### config.mk
export PLATFORM = sky130hd
export DESIGN_NAME = undo_log_ctrl
export DESIGN_NICKNAME = d
export VERILOG_FILES = /design/src/rtl/undo_pkg.sv /design/src/rtl/undo_log_ram.sv /design/src/rtl/undo_log_cnt.sv /design/src/rtl/undo_log_ctrl.sv
export SDC_FILE = /design/constraint.sdc
export NUM_CORES = 1
export LEC_CHECK = 0
export BUFFER_PORTS_ARGS = -buffer_cell sky130_fd_sc_hd__buf_2
export CAP_MARGIN = 25
export CORE_UTILIZATION = 45
export CTS_CLUSTER_SIZE = 8
export DETAILED_ROUTE_END_ITERATION = 12
export PLACE_DENSITY = 0.64
export SYNTH_ARGS = -nofsm -noshare
export SYNTH_HDL_FRONTEND = slang
export SYNTH_HIERARCHICAL = 1
export SYNTH_SLANG_ARGS = --single-unit
export TNS_END_PERCENT = 1
### constraint.sdc
create_clock -name clk -period 10.25 [get_ports clk]
set_clock_uncertainty 0.2 [all_clocks]
set_input_delay 2.05 -clock clk [delete_from_list [all_inputs] [get_ports clk]]
set_output_delay 2.05 -clock clk [all_outputs]
set_load 0.02 [all_outputs]
### src/rtl/undo_pkg.sv
package undo_pkg;

  typedef enum logic [2:0] {
    S_IDLE,
    S_RD,
    S_CAP,
    S_WR,
    S_URD,
    S_UWR
  } ul_state_e;

endpackage

### src/rtl/undo_log_ram.sv
module undo_log_ram #(
  parameter int EW    = 24,
  parameter int DEPTH = 8,
  localparam int PW   = (DEPTH > 1) ? $clog2(DEPTH) : 1
) (
  input  logic          clk,
  input  logic          we,
  input  logic [PW-1:0] waddr,
  input  logic [EW-1:0] wdata,
  input  logic          re,
  input  logic [PW-1:0] raddr,
  output logic [EW-1:0] rdata
);

  logic [EW-1:0] store [DEPTH];

  // simple dual port, registered read: maps to block RAM
  always_ff @(posedge clk) begin
    if (we) store[waddr] <= wdata;
    if (re) rdata <= store[raddr];
  end

endmodule

### src/rtl/undo_log_cnt.sv
module undo_log_cnt #(
  parameter int DEPTH = 8,
  localparam int CW   = $clog2(DEPTH + 1)
) (
  input  logic          clk,
  input  logic          rst,
  input  logic          push,
  input  logic          pop,
  input  logic          clr,
  output logic [CW-1:0] count,
  output logic          full,
  output logic          empty
);

  always_ff @(posedge clk) begin
    if (rst || clr)  count <= '0;
    else if (push)   count <= count + CW'(1);
    else if (pop)    count <= count - CW'(1);
  end

  assign full  = (count == CW'(DEPTH));
  assign empty = (count == '0);

  // occupancy never passes the configured depth
  a_r7_cnt_bound: assert property (@(posedge clk) disable iff (rst)
    count <= CW'(DEPTH));

  // append and replay never overlap
  a_r5_no_push_pop: assert property (@(posedge clk) disable iff (rst)
    !(push && pop));

endmodule

### src/rtl/undo_log_ctrl.sv
module undo_log_ctrl
  import undo_pkg::*;
#(
  parameter int ADDR_W    = 8,
  parameter int DATA_W    = 16,
  parameter int LOG_DEPTH = 8,
  localparam int EW       = ADDR_W + DATA_W,
  localparam int PW       = (LOG_DEPTH > 1) ? $clog2(LOG_DEPTH) : 1,
  localparam int CW       = $clog2(LOG_DEPTH + 1)
) (
  input  logic              clk,
  input  logic              rst,
  input  logic              st_req,
  input  logic [ADDR_W-1:0] st_addr,
  input  logic [DATA_W-1:0] st_data,
  output logic              st_gnt,
  output logic              mem_rd_en,
  output logic [ADDR_W-1:0] mem_rd_addr,
  input  logic [DATA_W-1:0] mem_rd_data,
  output logic              mem_wr_en,
  output logic [ADDR_W-1:0] mem_wr_addr,
  output logic [DATA_W-1:0] mem_wr_data,
  input  logic              tx_commit,
  input  logic              tx_abort,
  output logic              tx_done,
  output logic              log_ovf
);

  ul_state_e         state;
  logic [DATA_W-1:0] new_data_q;
  logic [CW-1:0]     count;
  logic [CW-1:0]     cnt_m1;
  logic              full, empty;
  logic              push, pop, clr;
  logic [EW-1:0]     ram_rdata;

  assign push   = (state == S_CAP);
  assign pop    = (state == S_URD);
  assign clr    = (state == S_IDLE) && tx_commit && !tx_abort;
  assign cnt_m1 = count - CW'(1);

  undo_log_cnt #(.DEPTH(LOG_DEPTH)) u_cnt (
    .clk   (clk),
    .rst   (rst),
    .push  (push),
    .pop   (pop),
    .clr   (clr),
    .count (count),
    .full  (full),
    .empty (empty)
  );

  undo_log_ram #(.EW(EW), .DEPTH(LOG_DEPTH)) u_ram (
    .clk   (clk),
    .we    (push),
    .waddr (count[PW-1:0]),
    .wdata ({mem_rd_addr, mem_rd_data}),
    .re    (pop),
    .raddr (cnt_m1[PW-1:0]),
    .rdata (ram_rdata)
  );

  always_ff @(posedge clk) begin
    if (rst) begin
      state       <= S_IDLE;
      mem_rd_en   <= 1'b0;
      mem_rd_addr <= '0;
      mem_wr_en   <= 1'b0;
      mem_wr_addr <= '0;
      mem_wr_data <= '0;
      new_data_q  <= '0;
      st_gnt      <= 1'b0;
      tx_done     <= 1'b0;
      log_ovf     <= 1'b0;
    end else begin
      mem_rd_en <= 1'b0;
      mem_wr_en <= 1'b0;
      st_gnt    <= 1'b0;
      tx_done   <= 1'b0;
      unique case (state)
        S_IDLE: begin
          if (tx_abort) begin
            log_ovf <= 1'b0;
            if (empty) tx_done <= 1'b1;
            else       state   <= S_URD;
          end else if (tx_commit) begin
            log_ovf <= 1'b0;
            tx_done <= 1'b1;
          end else if (st_req && !log_ovf) begin
            if (full) begin
              log_ovf <= 1'b1;
            end else begin
              mem_rd_en   <= 1'b1;
              mem_rd_addr <= st_addr;
              new_data_q  <= st_data;
              state       <= S_RD;
            end
          end
        end
        S_RD:  state <= S_CAP;
        S_CAP: begin
          mem_wr_en   <= 1'b1;
          mem_wr_addr <= mem_rd_addr;
          mem_wr_data <= new_data_q;
          st_gnt      <= 1'b1;
          state       <= S_WR;
        end
        S_WR:  state <= S_IDLE;
        S_URD: state <= S_UWR;
        S_UWR: begin
          mem_wr_en   <= 1'b1;
          mem_wr_addr <= ram_rdata[EW-1:DATA_W];
          mem_wr_data <= ram_rdata[DATA_W-1:0];
          if (empty) begin
            tx_done <= 1'b1;
            state   <= S_IDLE;
          end else begin
            state <= S_URD;
          end
        end
        default: state <= S_IDLE;
      endcase
    end
  end

  // a grant follows the log gaining exactly one entry
  a_r2_gnt_logged: assert property (@(posedge clk) disable iff (rst)
    st_gnt |-> (count == $past(count) + CW'(1)));

  // read and write strobes are exclusive
  a_r9_rd_wr_excl: assert property (@(posedge clk) disable iff (rst)
    !(mem_rd_en && mem_wr_en));

  // completion leaves the log empty
  a_r6_done_empty: assert property (@(posedge clk) disable iff (rst)
    tx_done |-> empty);

  // overflow flag only with a full log
  a_r7_ovf_full: assert property (@(posedge clk) disable iff (rst)
    log_ovf |-> full);

  // no grant while a replay runs
  a_r8_no_gnt_replay: assert property (@(posedge clk) disable iff (rst)
    (state == S_URD || state == S_UWR) |-> !st_gnt);

endmodule

Word-level counts from Yosys, hierarchy flattened:

Memory sizes are Yosys's and may differ from the RTL's. A register that Yosys moved wholly into a read port is not among the register bits.
Index checks and enable logic that the tools add are counted.

* add/subtract/negate cells: 2
* equal/unequal tests: 9
* muxes and demuxes: 23
* bitwise logic cells: 5
* reduce and logical (&&, ||, !) cells: 17

Operator list (count)
* one-hot mux 16 bit (2 select lines): 1
* two-way mux 3 bit: 6
* one-hot mux 8 bit (2 select lines): 1
* one-hot mux 3 bit (5 select lines): 1
* two-way mux 1 bit: 11
* != test 3 bit, second input constant: 3
* two-way mux 4 bit: 2
* == test 3 bit, second input constant: 2
* nonzero test 3 bit: 2
* inverter 1 bit: 5
* AND reduction 5 bit: 1
* OR reduction 5 bit: 1
* adder 4 x 1 -> 4 bit, second input constant: 1
* == test 4 bit, second input constant: 1
* zero test 4 bit: 1
* AND reduction 4 bit: 1
* nonzero test 2 bit: 2
* subtractor 4 x 1 -> 4 bit, second input constant: 1
* == test 3 x 1 -> 1 bit, second input constant: 1
* == test 3 x 2 -> 1 bit, second input constant: 1
* logical AND 1 bit: 3
* zero test 3 bit: 1
* != test 3 x 2 -> 1 bit, second input constant: 1
* AND reduction 3 bit: 1
* other kinds (4): 5

* register bits after elaboration: 60
* bits in writable memories: 192
* output and inout port bits: 37
* logic and storage cells: 68
* memories: 1

Memory list
* u_ram.store: depth 8, bits a word 24, read ports 1, clocked after Yosys merged registers in 1, write ports 1, line undo_log_ram.sv:15 `logic [EW-1:0] store [DEPTH];`

Logic depth before layout (Yosys ltp):

* word-level depth: 6
* mapped depth: 9

Hierarchy:

The synthesis kept the hierarchy.

By module, submodules not included
* undo_log_ram: instances 1, cells each 314, area an instance 8037.7 µm², sequential area each 6486.2 µm²
* undo_log_ctrl: instances 1, cells each 262, area an instance 2418.6 µm², sequential area each 1121.1 µm²
* undo_log_cnt: instances 1, cells each 30, area an instance 305.3 µm², sequential area each 80.1 µm²

Least setup slack after synthesis:

No wires, ideal clock.

* kind: input to register
* start: input port tx_abort
* end: register u_cnt.count[3]
* arrival: 3.338 ns
* required time: 9.923 ns
* slack: 6.585 ns
* stages on the path: 5
* buffers on the path: 0
* cell sequence: nand2b_1 -> nor4_1 -> nor4b_1 -> o2bb2ai_1 -> o211ai_2

* cells in the longest elaborated chain, start to end: 3

RTL lines
* start, declared: line undo_log_ctrl.sv:24 `input logic tx_abort,`
* zero test 1 bit: line undo_log_ctrl.sv:39 `assign clr = (state == S_IDLE) && tx_commit && !tx_abort;`
* logical AND 1 bit: line undo_log_ctrl.sv:39
* net clr: line undo_log_ctrl.sv:34 `logic push, pop, clr;`
* logical OR 1 bit: line undo_log_cnt.sv:16 `if (rst || clr) count <= '0;`
* end signal, assigned: line undo_log_cnt.sv:17 `else if (push) count <= count + CW'(1);`
* end signal, assigned: line undo_log_cnt.sv:18 `else if (pop) count <= count - CW'(1);`
* end, declared: line undo_log_cnt.sv:10 `output logic [CW-1:0] count,`

The timed path passes the listed nets, and every way through them passes these cells.
A chain may end at the register's enable or synchronous reset.

Worst setup path after layout:

* start: register mem_rd_addr[2]
* end: output port mem_rd_addr[2]

RTL lines
* start, declared: line undo_log_ctrl.sv:18 `output logic [ADDR_W-1:0] mem_rd_addr,`
* start signal, assigned: line undo_log_ctrl.sv:94 `mem_rd_addr <= st_addr;`

No word-level cell between the ends.

==> results.yml <==
run_status:
  outcome: "finished, final reports clean"
grt:
  grt_usage: 0.1798
  antenna_found_initial: 2
  grt_pass1_vias: 5902
  grt_first_pass_wirelength_mm: 32.82
  grt_overflow: 0
  grt_max_degree: 49
logic_synthesis:
  netlist_area_um2: 10760
  avgSynthCellArea_um2: 17.76
  yosys_warnings: 6
  synth.most_common_cell: "edfxtp_1"
  ys_top_cells_by_area: "edfxtp_1 60%, dfxtp_1 11%, mux4_2 10%"
  synth_ff_type: "edfxtp_1"
  ys_ff_latch: 276
  seq_area_frac_synth: 0.7143
  synth_area_leader_cell: "edfxtp_1"
  synthArstFlopShare: 0
  synth_common_cells: "216 x edfxtp_1, 60 x dfxtp_1, 54 x nand2_1"
  synth.top_cell.area_share: 0.6027
  synthDistinctLibCells: 47
  synthesis.nets: 655
  synth_edf_count: 216
  synthCells: 606
detailed_routing:
  vias: 5640
  drtIter0Drc: 439
  drt-total-wl_mm: 21.28
  ant_nets: 0
  drc_errors: 0
  drt-pass1-iter-count: 5
  routedWlPerCell_um: 20.46
  vias_per_cell: 5.423
worst_hold_path:
  hold_path_class: "register to register"
  hold_path.startpoint: "mem_wr_data[6]"
  whs_path_depth: 2
  hold_path_end: "mem_wr_data[6]"
timing:
  rsz0062_at_grt: "no"
  whs_ns: 0.2468
  maxSlewHeadroom: 0.3415
  period_share: 0.3475
  tightestPinTransition_ns: 0.9854
  post-route-min-period_ns: 3.562
  setup_tns_ns: 0
  finalHoldViolations: 0
  fmax_ghz: 0.2807
  setup_violations: 0
  drv_slew: 0
clock_tree:
  cts_root_buf: "clkbuf_16"
  path_clk_slew_ns: 0.05
  ctsResizeCount: 0
  holdBufCountCts: 0
  htree_levels: 2
  cts_buffer_depth: 3
  cts.sinks: 276
  post-cts-setup-buffers: 0
  cts_tree: "yes"
  cts_made_buffers: 40
  worstSkewPairLatency_ns: 0.51
critical_path:
  cp.required_ns: 8.00
  slowest_stage: "dfxtp_1"
  crit_type: "register to output port"
  rr_endpoint: "u_ram/store[6][8]"
  critPathTopFamily: "flip-flops"
  worstPathBufferInverterCount: 1
  worstRegToRegCells: 5
  r2r_start: "state[1]"
  cp.arrival_ns: 1.31
  start_kind: "register"
  path_max_fanout: 11
  end_kind: "output port"
  slowest_delay_ns: 0.55
  crit_chain: "buf_2"
  r2r_slack_ns: 7.08
floorplanning:
  die_y_um: 156.6
  rows: 56
  start_util: 0.4585
  die_x_um: 156.6
  coreArea_um2: 23470
  num_io_pins: 82
  die_area_um2: 24540
finish:
  area_growth_pct: 17.60
  fill_cells: 1819
  final_area_um2: 12660
  ff_latch_area_um2: 7687
  multi_input_area_um2: 2806
  fin_nets: 754
  drive_gt1_frac: 0.3417
  final_cells: 1040
pwr:
  p_sw_frac: 0.2794
  leakagePower_nw: 4.380
  power_switching_w: 0.0009586
  clkPwrFrac: 0.344
  max-vdd-ir-drop_mv: 0.1128
  p_int_w: 0.002472
  powerDensity_nw_per_um2: 271.1
  total_power_w: 0.003431
  combPwrFrac: 0.231
  seqPwrFrac: 0.426
place:
  gp_congestion: 0.8131
  numPlacedInstances: 981
  port_buffers: 81
  hpwl_mm: 11.81
  post_dp_cell_area_um2: 11500
job:
  cap_viol_max_count: 0
[sequential cells by signal (all words and copies together) (netlist names)]
name,count
log_ovf,1
st_gnt,1
u_cnt/count,4
mem_wr_data,16
u_ram/rdata,24
u_ram/store,192
tx_done,1
mem_rd_addr,8
new_data_q,16
state,3
mem_wr_en,1
mem_rd_en,1
mem_wr_addr,8
[power groups by stage]
stage	clock network (W)	logic, W	registers, W
after floorplan	0	0.000551	0.00150
after detailed placement	0	0.000796	0.00148
after CTS	0.00120	0.000799	0.00146
final	0.00118	0.000792	0.00146
after global placement	0	0.000772	0.00147
after global routing	0.00125	0.000850	0.00148
[through the flow]
step / setup WS, ns / utilization
floorplan: 6.585 / -
global placement: 6.289 / 0.4890
detailed placement: 6.524 / 0.4901
CTS: 6.655 / 0.5379
global route: 6.598 / 0.5391
finish: 6.688 / 0.5392
[cell type report]
cell class,count,area share
diodes,1,0.0001977
multi-input cells,264,0.2217
clock buffers,54,0.08492
well taps,319,0.03154
flip-flops and latches,276,0.6074
clock inverters,3,0.003757
inverters,30,0.008898
repair buffers,93,0.04152
[kinds of logic after synthesis]
kind of cell               Yosys count  share of synthesized area
xor gates and xnor gates             4                   0.003256
buffers and inverters               66                    0.03197
DFF                                276                     0.7143
AOI/OAI and AO/OA                   60                    0.04651
and+or+nand+nor                     98                    0.04465
muxes                               98                     0.1539
adders and majority gates            4                   0.005349
[cells in the final DEF (no fill, tap or decap), drive strengths merged, types with 12 or more instances in the layout]
cell and instances:
nor2 12, edfxtp 216, o221ai 23, dfxtp 60
mux2i 26, nand2 54, buf 93, mux2 24
mux4 48, inv 31, a21oi 24, clkbuf 54
[layer usage]
metal,global-route usage,share of wire,up-vias
met4,0.06443,0.019,2
li1,-,-,2551
met3,0.04708,0.054,34
met2,0.2836,0.48,160
met5,0,0.00061,-
met1,0.2408,0.45,2893
[worst max path at each step]
stage              startpoint        endpoint  cells after the start
5_1_grt        mem_rd_addr[3]  mem_rd_addr[3]                      1
4_1_cts        mem_rd_addr[2]  mem_rd_addr[2]                      1
3_5_place_dp        tx_commit  mem_rd_addr[1]                      5
3_3_place_gp         tx_abort  u_cnt/count[3]                      6
2_1_floorplan        tx_abort  u_cnt/count[3]                      5
6_report       mem_rd_addr[2]  mem_rd_addr[2]                      1
(Power assumes the default switching activity.)
